==> src/rtl/i2c_evt_pkg.sv <==
// Package: flag positions and widths shared by the status unit.
// Assumes the status byte is eight bits with flags packed from bit 0.
package i2c_evt_pkg;
    localparam int STATUS_W = 8;
    localparam int NFLAG    = 5;
    localparam int BIT_GC   = 0;
    localparam int BIT_BERR = 1;
    localparam int BIT_ARB  = 2;
    localparam int BIT_STOP = 3;
    localparam int BIT_AF   = 4;
endpackage

==> src/rtl/i2c_line_sync.sv <==
// Module: multi-stage synchronizer for one asynchronous line.
// Assumes the line idles at RST_VAL (a released I2C line reads 1).
module i2c_line_sync #(
    parameter int   STAGES  = 2,
    parameter logic RST_VAL = 1'b1
) (
    input  logic clk,
    input  logic rst_n,
    input  logic d,
    output logic q
);
    logic [STAGES-1:0] chain;

    for (genvar g = 0; g < STAGES; g++) begin : g_stage
        // one flop of the chain, first stage takes the raw line
        always_ff @(posedge clk) begin
            if (!rst_n)
                chain[g] <= RST_VAL;
            else if (g == 0)
                chain[g] <= d;
            else
                chain[g] <= chain[(g == 0) ? 0 : g - 1];
        end
    end

    assign q = chain[STAGES-1];
endmodule

==> src/rtl/i2c_bus_cond.sv <==
// Module: detects Start, Stop and rising SCL from synchronized lines.
// Assumes both inputs are already synchronous; idle bus is both high.
module i2c_bus_cond (
    input  logic clk,
    input  logic rst_n,
    input  logic scl_s,
    input  logic sda_s,
    output logic scl_rise,
    output logic start_c,
    output logic stop_c
);
    logic scl_d, sda_d;

    // hold the previous sample of each line for edge detection
    always_ff @(posedge clk) begin
        if (!rst_n) begin
            scl_d <= 1'b1;
            sda_d <= 1'b1;
        end else begin
            scl_d <= scl_s;
            sda_d <= sda_s;
        end
    end

    // classify the edges; SDA edges count only with SCL high on both samples
    always_comb begin
        scl_rise = scl_s && !scl_d;
        start_c  = scl_s && scl_d && sda_d && !sda_s;
        stop_c   = scl_s && scl_d && !sda_d && sda_s;
    end
endmodule

==> src/rtl/i2c_flag_bank.sv <==
// Module: sticky flag registers with clear-on-read and enable clear.
// Assumes set pulses last one cycle; a set wins over a same-cycle read.
module i2c_flag_bank #(
    parameter int NF = 5
) (
    input  logic          clk,
    input  logic          rst_n,
    input  logic          en,
    input  logic          rd_stb,
    input  logic [NF-1:0] set_vec,
    output logic [NF-1:0] flags
);
    for (genvar i = 0; i < NF; i++) begin : g_flag
        // one flag: cleared when disabled, else set beats read-clear
        always_ff @(posedge clk) begin
            if (!rst_n || !en)
                flags[i] <= 1'b0;
            else
                flags[i] <= set_vec[i] | (flags[i] & ~rd_stb);
        end
    end

    // a read with no event empties the bank
    assert_read_clear_R9: assert property (@(posedge clk) disable iff (!rst_n)
        (en && rd_stb && set_vec == '0) |=> (flags == '0));

    // an event raised under a read is still present afterwards
    assert_event_kept_R9: assert property (@(posedge clk) disable iff (!rst_n)
        (en && set_vec != '0) |=> ((flags & $past(set_vec)) == $past(set_vec)));

    // disabling the peripheral empties the bank
    assert_disable_clear_R10: assert property (@(posedge clk) disable iff (!rst_n)
        !en |=> (flags == '0));
endmodule

==> src/rtl/i2c_evt_status.sv <==
// Module: top of the I2C bus event status unit. Decodes bus events into
// flag set pulses, holds the master/slave mode bit and the interrupt.
// Assumes the controller supplies bit-phase hints aligned with SCL.
module i2c_evt_status
    import i2c_evt_pkg::*;
#(
    parameter int SYNC_STAGES = 2
) (
    input  logic                clk,
    input  logic                rst_n,
    input  logic                scl_in,
    input  logic                sda_in,
    input  logic                periph_en,
    input  logic                irq_en,
    input  logic                ack_en,
    input  logic                mst_req,
    input  logic                mst_rel,
    input  logic                drv_sda,
    input  logic                byte_phase,
    input  logic                ack_slot,
    input  logic                is_tx,
    input  logic                gcall_hit,
    input  logic                rd_stb,
    output logic [STATUS_W-1:0] status,
    output logic                irq,
    output logic                master_mode
);
    localparam int PAD_W = STATUS_W - NFLAG;

    logic scl_s, sda_s;
    logic scl_rise, start_c, stop_c;
    logic ack_seen;
    logic af_evt, arb_evt, stop_evt, berr_evt, gc_evt;
    logic [NFLAG-1:0] set_vec, flags;

    i2c_line_sync #(.STAGES(SYNC_STAGES), .RST_VAL(1'b1)) u_scl_sync (
        .clk(clk), .rst_n(rst_n), .d(scl_in), .q(scl_s));
    i2c_line_sync #(.STAGES(SYNC_STAGES), .RST_VAL(1'b1)) u_sda_sync (
        .clk(clk), .rst_n(rst_n), .d(sda_in), .q(sda_s));

    i2c_bus_cond u_cond (
        .clk(clk), .rst_n(rst_n), .scl_s(scl_s), .sda_s(sda_s),
        .scl_rise(scl_rise), .start_c(start_c), .stop_c(stop_c));

    // remember whether the last acknowledge slot carried an ACK
    always_ff @(posedge clk) begin
        if (!rst_n || !periph_en)
            ack_seen <= 1'b0;
        else if (start_c || stop_c)
            ack_seen <= 1'b0;
        else if (scl_rise && ack_slot && !sda_s)
            ack_seen <= 1'b1;
    end

    // decode bus and controller events into flag set pulses
    always_comb begin
        af_evt   = scl_rise && ack_slot && is_tx && sda_s;
        arb_evt  = scl_rise && master_mode && byte_phase && is_tx
                   && drv_sda && !sda_s;
        stop_evt = stop_c && !master_mode && ack_en && ack_seen;
        berr_evt = (start_c || stop_c) && byte_phase;
        gc_evt   = gcall_hit && !master_mode;
        set_vec           = '0;
        set_vec[BIT_AF]   = af_evt;
        set_vec[BIT_STOP] = stop_evt;
        set_vec[BIT_ARB]  = arb_evt;
        set_vec[BIT_BERR] = berr_evt;
        set_vec[BIT_GC]   = gc_evt;
    end

    // master/slave mode bit: lost arbitration forces slave
    always_ff @(posedge clk) begin
        if (!rst_n || !periph_en)
            master_mode <= 1'b0;
        else if (arb_evt || mst_rel)
            master_mode <= 1'b0;
        else if (mst_req)
            master_mode <= 1'b1;
    end

    i2c_flag_bank #(.NF(NFLAG)) u_flags (
        .clk(clk), .rst_n(rst_n), .en(periph_en), .rd_stb(rd_stb),
        .set_vec(set_vec), .flags(flags));

    // assemble the status byte and the interrupt request
    always_comb begin
        status = {{PAD_W{1'b0}}, flags};
        irq    = irq_en && (flags != '0);
    end

    // arbitration flag appears together with return to slave
    assert_arb_slave_R5: assert property (@(posedge clk) disable iff (!rst_n)
        $rose(status[BIT_ARB]) |-> !master_mode);

    // slave Stop flag only rises from slave mode with ack enabled
    assert_stop_slave_R4: assert property (@(posedge clk) disable iff (!rst_n)
        $rose(status[BIT_STOP]) |-> $past(!master_mode && ack_en));

    // mode bit is slave one edge after disable
    assert_disable_slave_R10: assert property (@(posedge clk) disable iff (!rst_n)
        !periph_en |=> !master_mode);
endmodule

==> config.mk <==
export PLATFORM = sky130hd
export DESIGN_NAME = i2c_evt_status
export DESIGN_NICKNAME = d
export VERILOG_FILES = /design/src/rtl/i2c_evt_pkg.sv /design/src/rtl/i2c_line_sync.sv /design/src/rtl/i2c_bus_cond.sv /design/src/rtl/i2c_flag_bank.sv /design/src/rtl/i2c_evt_status.sv
export SDC_FILE = /design/constraint.sdc
export NUM_CORES = 1
export LEC_CHECK = 0
export BUFFER_PORTS_ARGS = -buffer_cell sky130_fd_sc_hd__buf_2
export CAP_MARGIN = 20
export CORE_UTILIZATION = 37
export DETAILED_ROUTE_END_ITERATION = 12
export PLACE_DENSITY = 0.67
export SLEW_MARGIN = 20
export SYNTH_ARGS = -nofsm -noshare
export SYNTH_HDL_FRONTEND = slang
export SYNTH_HIERARCHICAL = 1
export SYNTH_SLANG_ARGS = --single-unit
==> constraint.sdc <==
create_clock -name clk -period 1.41 [get_ports clk]
set_input_delay 0.282 -clock clk [delete_from_list [all_inputs] [get_ports clk]]
set_output_delay 0.282 -clock clk [all_outputs]
set_load 0.005 [all_outputs]
==> flow_metrics.tcl, run 1 <==
set metrics [dict create \
    outcome "complete, but fails checks" \
    violations "negative setup slack" \
    cts_setup_buffers 0 \
    cts_max_level 1 \
    dr.pass1.iters 4 \
    gr-total-overflow 0 \
    yosys_register_bits 13 \
    ios 25 \
    hold_viol 0 \
    arrival_ps 1400 \
    fin_nets 99 \
    clockBufferDepth 2 \
    layout-drive-gt1-share_pct 32.5 \
    grtUsageTotal_pct 13.9 \
    worst_hold_slack_ps 189 \
    fin_crit_ps 1680 \
    power.density_mw_per_mm2 960 \
    final_cell_mix "21 x buf_2, 12 x nand2b_1, 12 x dfxtp_1, 7 x inv_1, 5 x a21oi_1" \
    startpoint_type "flip-flop" \
    setup_viol 1 \
    vias 455 \
    synth_top_area_share_pct 48.3 \
    timing.setup.critical_path_class "flip-flop to output pin" \
    cts_buffers 3 \
    worstHoldPathType "input pin to flip-flop" \
    slew_violations 0 \
    syn-cell-area_um2 539 \
    cap_violations 0 \
    hpwl_um 731 \
    cts_tree "built" \
    fin_skew_ps 6.24 \
    required_ps 1130 \
    io_buffer_count 21 \
    path_max_fanout 3 \
    grt_pass1_wl_mm 1.41 \
    grt_pass1_vias 377 \
    ys_warn_count 6 \
    dieArea_mm2 0.00161 \
    placementRows 13 \
    cts.reportedPaths.clkPinSlew_ps 80 \
    ys_top_cells_by_area "dfxtp_1 48%, nand2b_1 14%, inv_1 4.9%, a21oi_1 4.6%, buf_4 4.2%" \
    first_iter_violations 8 \
    final.setup.tns_ps -270 \
    cts-root-buf "clkbuf_4" \
    die_h_um 40.2 \
    cp-end-kind "output pin" \
    die_w_um 40.2 \
    place_congestion 0.672 \
    synth_top_area_cell "dfxtp_1" \
    antenna_found_initial 0 \
    grt_max_degree 10 \
    rsz0062_at_grt "yes" \
    clkLatencyLatePin_ps 270 \
    num_antenna_cells 0 \
    syn_to_final_growth_pct 26.2 \
    clock-sinks 13 \
    max_freq_mhz 595 \
    vias_per_cell 4.64 \
    drtAntennaViolNets 0 \
    design.core.area_mm2 0.00133 \
    max-vdd-ir-drop_uv 753 \
    synth.avg_cell_area_um2 9.14 \
    synth_cell_type_count 18 \
    finalCritPeriodShare_pct 119 \
    ys_seq_area_share_pct 48.3 \
    wl_per_cell_um 9.08 \
    drc 0 \
    syn-instance-count 59 \
    leakage_nw 0.321 \
    finalWorstSetupSlack_ps -270 \
    final_common_cell "buf_2" \
    routed_wl_um 890 \
    initial_core_util_pct 40.4 \
    ctsHoldBuffers 0 \
]
==> final timing paths <==
kind	start	end	slack (ps)	cells after the start
hold reg to reg	u_sda_sync/chain[0]	u_sda_sync/q	410	1
hold / removal	scl_in	u_scl_sync/chain[0]	190	2
setup reg to reg	u_scl_sync/q	ack_seen	220	3
setup / recovery	u_flags/flags[2]	irq	-270	3
==> synth_stat cells <==
| cell | n |
|---|---|
| conb_1 | 1 |
| nor2b_1 | 2 |
| buf_4 | 3 |
| dfxtp_1 | 13 |
| or4_1 | 1 |
| nand2b_1 | 12 |
| nand3b_1 | 1 |
| nand4_1 | 1 |
| a21oi_1 | 5 |
| and4_1 | 1 |
| nand2_1 | 3 |
| a2111oi_0 | 1 |
| o211a_1 | 2 |
| inv_1 | 7 |
| o21a_1 | 2 |
| and4b_1 | 2 |
| nor3_1 | 1 |
| nor2_1 | 1 |
==> worst max-delay path: stages, from the launching register on <==
cell and delay (ps):
dfxtp_2 330, or4_4 520, o21a_1 170, buf_2 120
==> report_power, final <==
part / switching [W] / internal [W]
combinational: 0.0000224 / 0.0000314
sequential: 0.00000547 / 0.000376
clock: 0.000113 / 0.000105
total: 0.000141 / 0.000513
==> per-stage QoR <==
stage	setup WS [ps]	utilization (%)	std cells	total power (W)	instance area [um2]
2_1_floorplan	136	-	61	0.000419	547
5_1_grt	-343	51.0	98	0.000697	681
3_3_place_gp	26.9	48.6	94	0.000443	648
4_1_cts	-285	51.0	98	0.000667	681
6_report	-270	51.0	98	0.000653	681
3_5_place_dp	8.67	48.6	94	0.000444	648
==> area by class of cell <==
type | count | area (um2)
well taps | 15 | 18.8
inverters | 7 | 26.3
clock inverters | 1 | 5.00
repair buffers | 21 | 105
fillers | 131 | 653
multi-input cells | 38 | 241
clock buffers | 3 | 22.5
flip-flops and latches | 13 | 262
==> routing by layer <==
metal / track usage (%) / share of wire (%)
met2: 25.8 / 49
met1: 12.1 / 44
met5: 0 / 0
met3: 10.0 / 7.3
met4: 2.50 / 0
==> state kept, by name (all words and copies together) (netlist names) <==
name / flops
master_mode: 1
u_scl_sync/chain: 1
u_sda_sync/chain: 1
u_cond/sda_d: 1
ack_seen: 1
u_flags/flags: 5
u_scl_sync/q: 1
u_cond/scl_d: 1
u_sda_sync/q: 1
==> timing repair <==
action	in CTS	in global routing
setup endpoints to repair	1	1
gates resized for setup	2	0
pin swaps	1	0
==> cells by family (layout without fill, tap and decap cells) <==
family                 count (synthesis)  count (layout)  share of synthesized area, %
AND/OR/NAND/NOR                       25              25                          29.2
flip-flops                            13              13                          48.3
buffers and inverters                 10              32                          9.05
other                                  1               3                         0.695
AO/OA/AOI/OAI                         10              10                          12.8
Note: power is estimated with default switching activity, not from simulation.
==> run 2, diff against run 1 <==
- ABC_AREA: not set -> 1
- PLACE_DENSITY: 0.67 -> 0.66
==> run 2 against run 1 <==
The flow now finishes without violations. Non-clock buffer count is the same. Synthesized cell count grew 42%. Cell count grew 26%. Clock skew shrank 4.1 ps. Largest power group unchanged. Synthesized area grew 3.5%. First-iteration DRC count shrank 75%. Sequential share of layout area shrank 0.87 points. Critical path type unchanged. Core utilization grew 0.31 points.
==> flow_metrics.tcl, run 2 <==
set metrics [dict create \
    dpl.cell_count 119 \
    routed_wl_um 972 \
    layoutNonFillerInstCount 123 \
    arrival_ps 980 \
    leakage_nw 0.405 \
    yosysMostFrequentCell "nand2_1" \
    layout-drive-gt1-share_pct 23.1 \
    finalWorstSetupSlack_ps 152 \
    dpl_worst_slack_ps 380 \
    cts.reportedPaths.clkPinSlew_ps 80 \
    fin_skew_ps 2.18 \
    ios 25 \
    synth_edf_count 0 \
    cts_buffers 3 \
    timing.setup.critical_path_class "flip-flop to output pin" \
    ctsHoldBuffers 0 \
    syn_to_final_growth_pct 24.2 \
    dr.pass1.iters 3 \
    design.core.area_mm2 0.00135 \
    fin_crit_ps 1260 \
    dieArea_mm2 0.00167 \
    cts-root-buf "clkbuf_4" \
    final_cell_mix "21 x nand2_1, 21 x buf_2, 20 x inv_1, 13 x nor2_1, 13 x dfxtp_1" \
    largest_register_ff_count 5 \
    required_ps 1130 \
    synth_top_area_share_pct 46.6 \
    fin_nets 124 \
    grt_max_degree 10 \
    syn-instance-count 84 \
    p_switching_w 0.000152 \
    pwr-share-seq_pct 57.4 \
    largest_register "u_flags/flags" \
    grtUsageTotal_pct 13.5 \
    internal-power_w 0.000513 \
    place_congestion 0.787 \
    gr-total-overflow 0 \
    max_freq_mhz 795 \
    syn-cell-area_um2 558 \
    multi_input_area_um2 204 \
    hold_viol 0 \
    hpwl_um 769 \
    synthArstFlopShare_pct 0 \
    cts_max_level 1 \
    die_w_um 40.8 \
    crit_slowest_cell "dfxtp_1" \
    io_buffer_count 21 \
    power.density_mw_per_mm2 960 \
    synth_cell_type_count 11 \
    synth_common_cells "21 x nand2_1, 20 x inv_1, 13 x dfxtp_1, 13 x nor2_1, 6 x a21oi_1" \
    worst_hold_slack_ps 177 \
    clockBufferDepth 2 \
    cp_cell_sequence "nor2_1 -> nand3b_1 -> nand2_1 -> inv_1 -> buf_2" \
    rsz0062_at_grt "no" \
    vias_per_cell 4.25 \
    crit_path_start "u_flags/flags[3]" \
    path_max_fanout 3 \
    initial_core_util_pct 41.3 \
    cpPeakStageDelay_ps 330 \
    wl_per_cell_um 7.90 \
    clock-sinks 13 \
    combPwrFrac_pct 8.9 \
    cts_setup_buffers 0 \
    ys_top_cells_by_area "dfxtp_1 47%, nand2_1 14%, inv_1 13%, nor2_1 8.7%, a21oi_1 5.4%" \
    ys_warn_count 6 \
    vias 523 \
    slew_violations 0 \
    cts_tree "built" \
    cts_resized 0 \
    setup_viol 0 \
    clkLatencyLatePin_ps 270 \
    grt_pass1_wl_mm 1.42 \
    die_h_um 40.8 \
    drc 0 \
    final.setup.tns_ps 0 \
    ff_latch_area_um2 260 \
    power_frac_clock_pct 33.7 \
    min_from "sda_in" \
    cp-end-kind "output pin" \
    ys_seq_area_share_pct 46.6 \
    worstHoldPathType "input pin to flip-flop" \
    max-vdd-ir-drop_uv 467 \
    synth_top_area_cell "dfxtp_1" \
    r2r_start "u_scl_sync/q" \
    placementRows 13 \
    cap_violations 0 \
    fillers 155 \
    yosys_register_bits 13 \
    drtAntennaViolNets 0 \
    grt_pass1_vias 377 \
    synth.avg_cell_area_um2 6.64 \
    ys.flop_type "dfxtp_1" \
    outcome "finished clean" \
    num_antenna_cells 0 \
    finalCritPeriodShare_pct 89.2 \
    swShare_pct 22.9 \
    startpoint_type "flip-flop" \
    antenna_found_initial 0 \
    first_iter_violations 2 \
]
[run 2: cell count changes after synthesis, moves of 2 or more]
cell,delta
o21a_1,-2
o211a_1,-2
nor2b_1,-2
nand2b_1,-12
nand2_1,+18
and4b_1,-2
inv_1,+13
nor2_1,+12
nand3_1,+3
[run 2: through the flow]
step	power (W)	area (um2)	utilization (%)
CTS	0.000678	693	51.3
finish	0.000665	693	51.3
detailed placement	0.000450	667	49.4
global placement	0.000449	667	49.4
global route	0.000702	693	51.3
floorplan	0.000424	566	-
[run 2: path summary, 6_finish.rpt]
| check | endpoint | slack [ps] | cells after the start |
|---|---|---|---|
| worst max-delay path | irq | 150 | 5 |
| worst min-delay path | u_sda_sync/chain[0] | 180 | 3 |
| worst max register to register | u_flags/flags[2] | 370 | 8 |
| worst min register to register | u_sda_sync/q | 410 | 2 |
[run 2: cells by family (layout without fill, tap and decap cells)]
family          Yosys count  in the layout  synth area share (%)
simple gates             40             40                  29.1
compound gates            6              6                  5.38
flops                    13             13                  46.6
buf+inv                  24             46                  18.2
other cells               1              3                 0.672
[run 2: cell type report]
class                   count  share of cell area [%]
multi-input cells          49                    29.4
well taps                  15                    2.71
clock buffers               4                    3.79
inverters                  21                    11.4
repair buffers             21                    15.2
flip-flops and latches     13                    37.5
[run 2: power by group through the flow]
stage | sequential (W) | clock, W | combinational, W
finish | 0.000382 | 0.000225 | 0.0000590
global route | 0.000384 | 0.000250 | 0.0000683
CTS | 0.000382 | 0.000236 | 0.0000595
detailed placement | 0.000391 | 0 | 0.0000593
global placement | 0.000390 | 0 | 0.0000587
floorplan | 0.000390 | 0 | 0.0000339
[run 2: routing by layer]
metal  GRT usage [%]  routed length [um]  share of wire (%)  vias to the layer above
li1                -                   -                  -                      287
met2            19.1                 412                 42                       15
met3            3.26                  56                5.8                        2
met4            10.0                   5               0.51                        0
met1            17.4                 498                 51                      219
met5               0                   0                  0                        -
[run 2: critical path: cells and delay by family (launching register included)]
family                 cells  cell delay, ps
buffers and inverters      2             140
flip-flops                 1             330
AND/OR/NAND/NOR            3             240
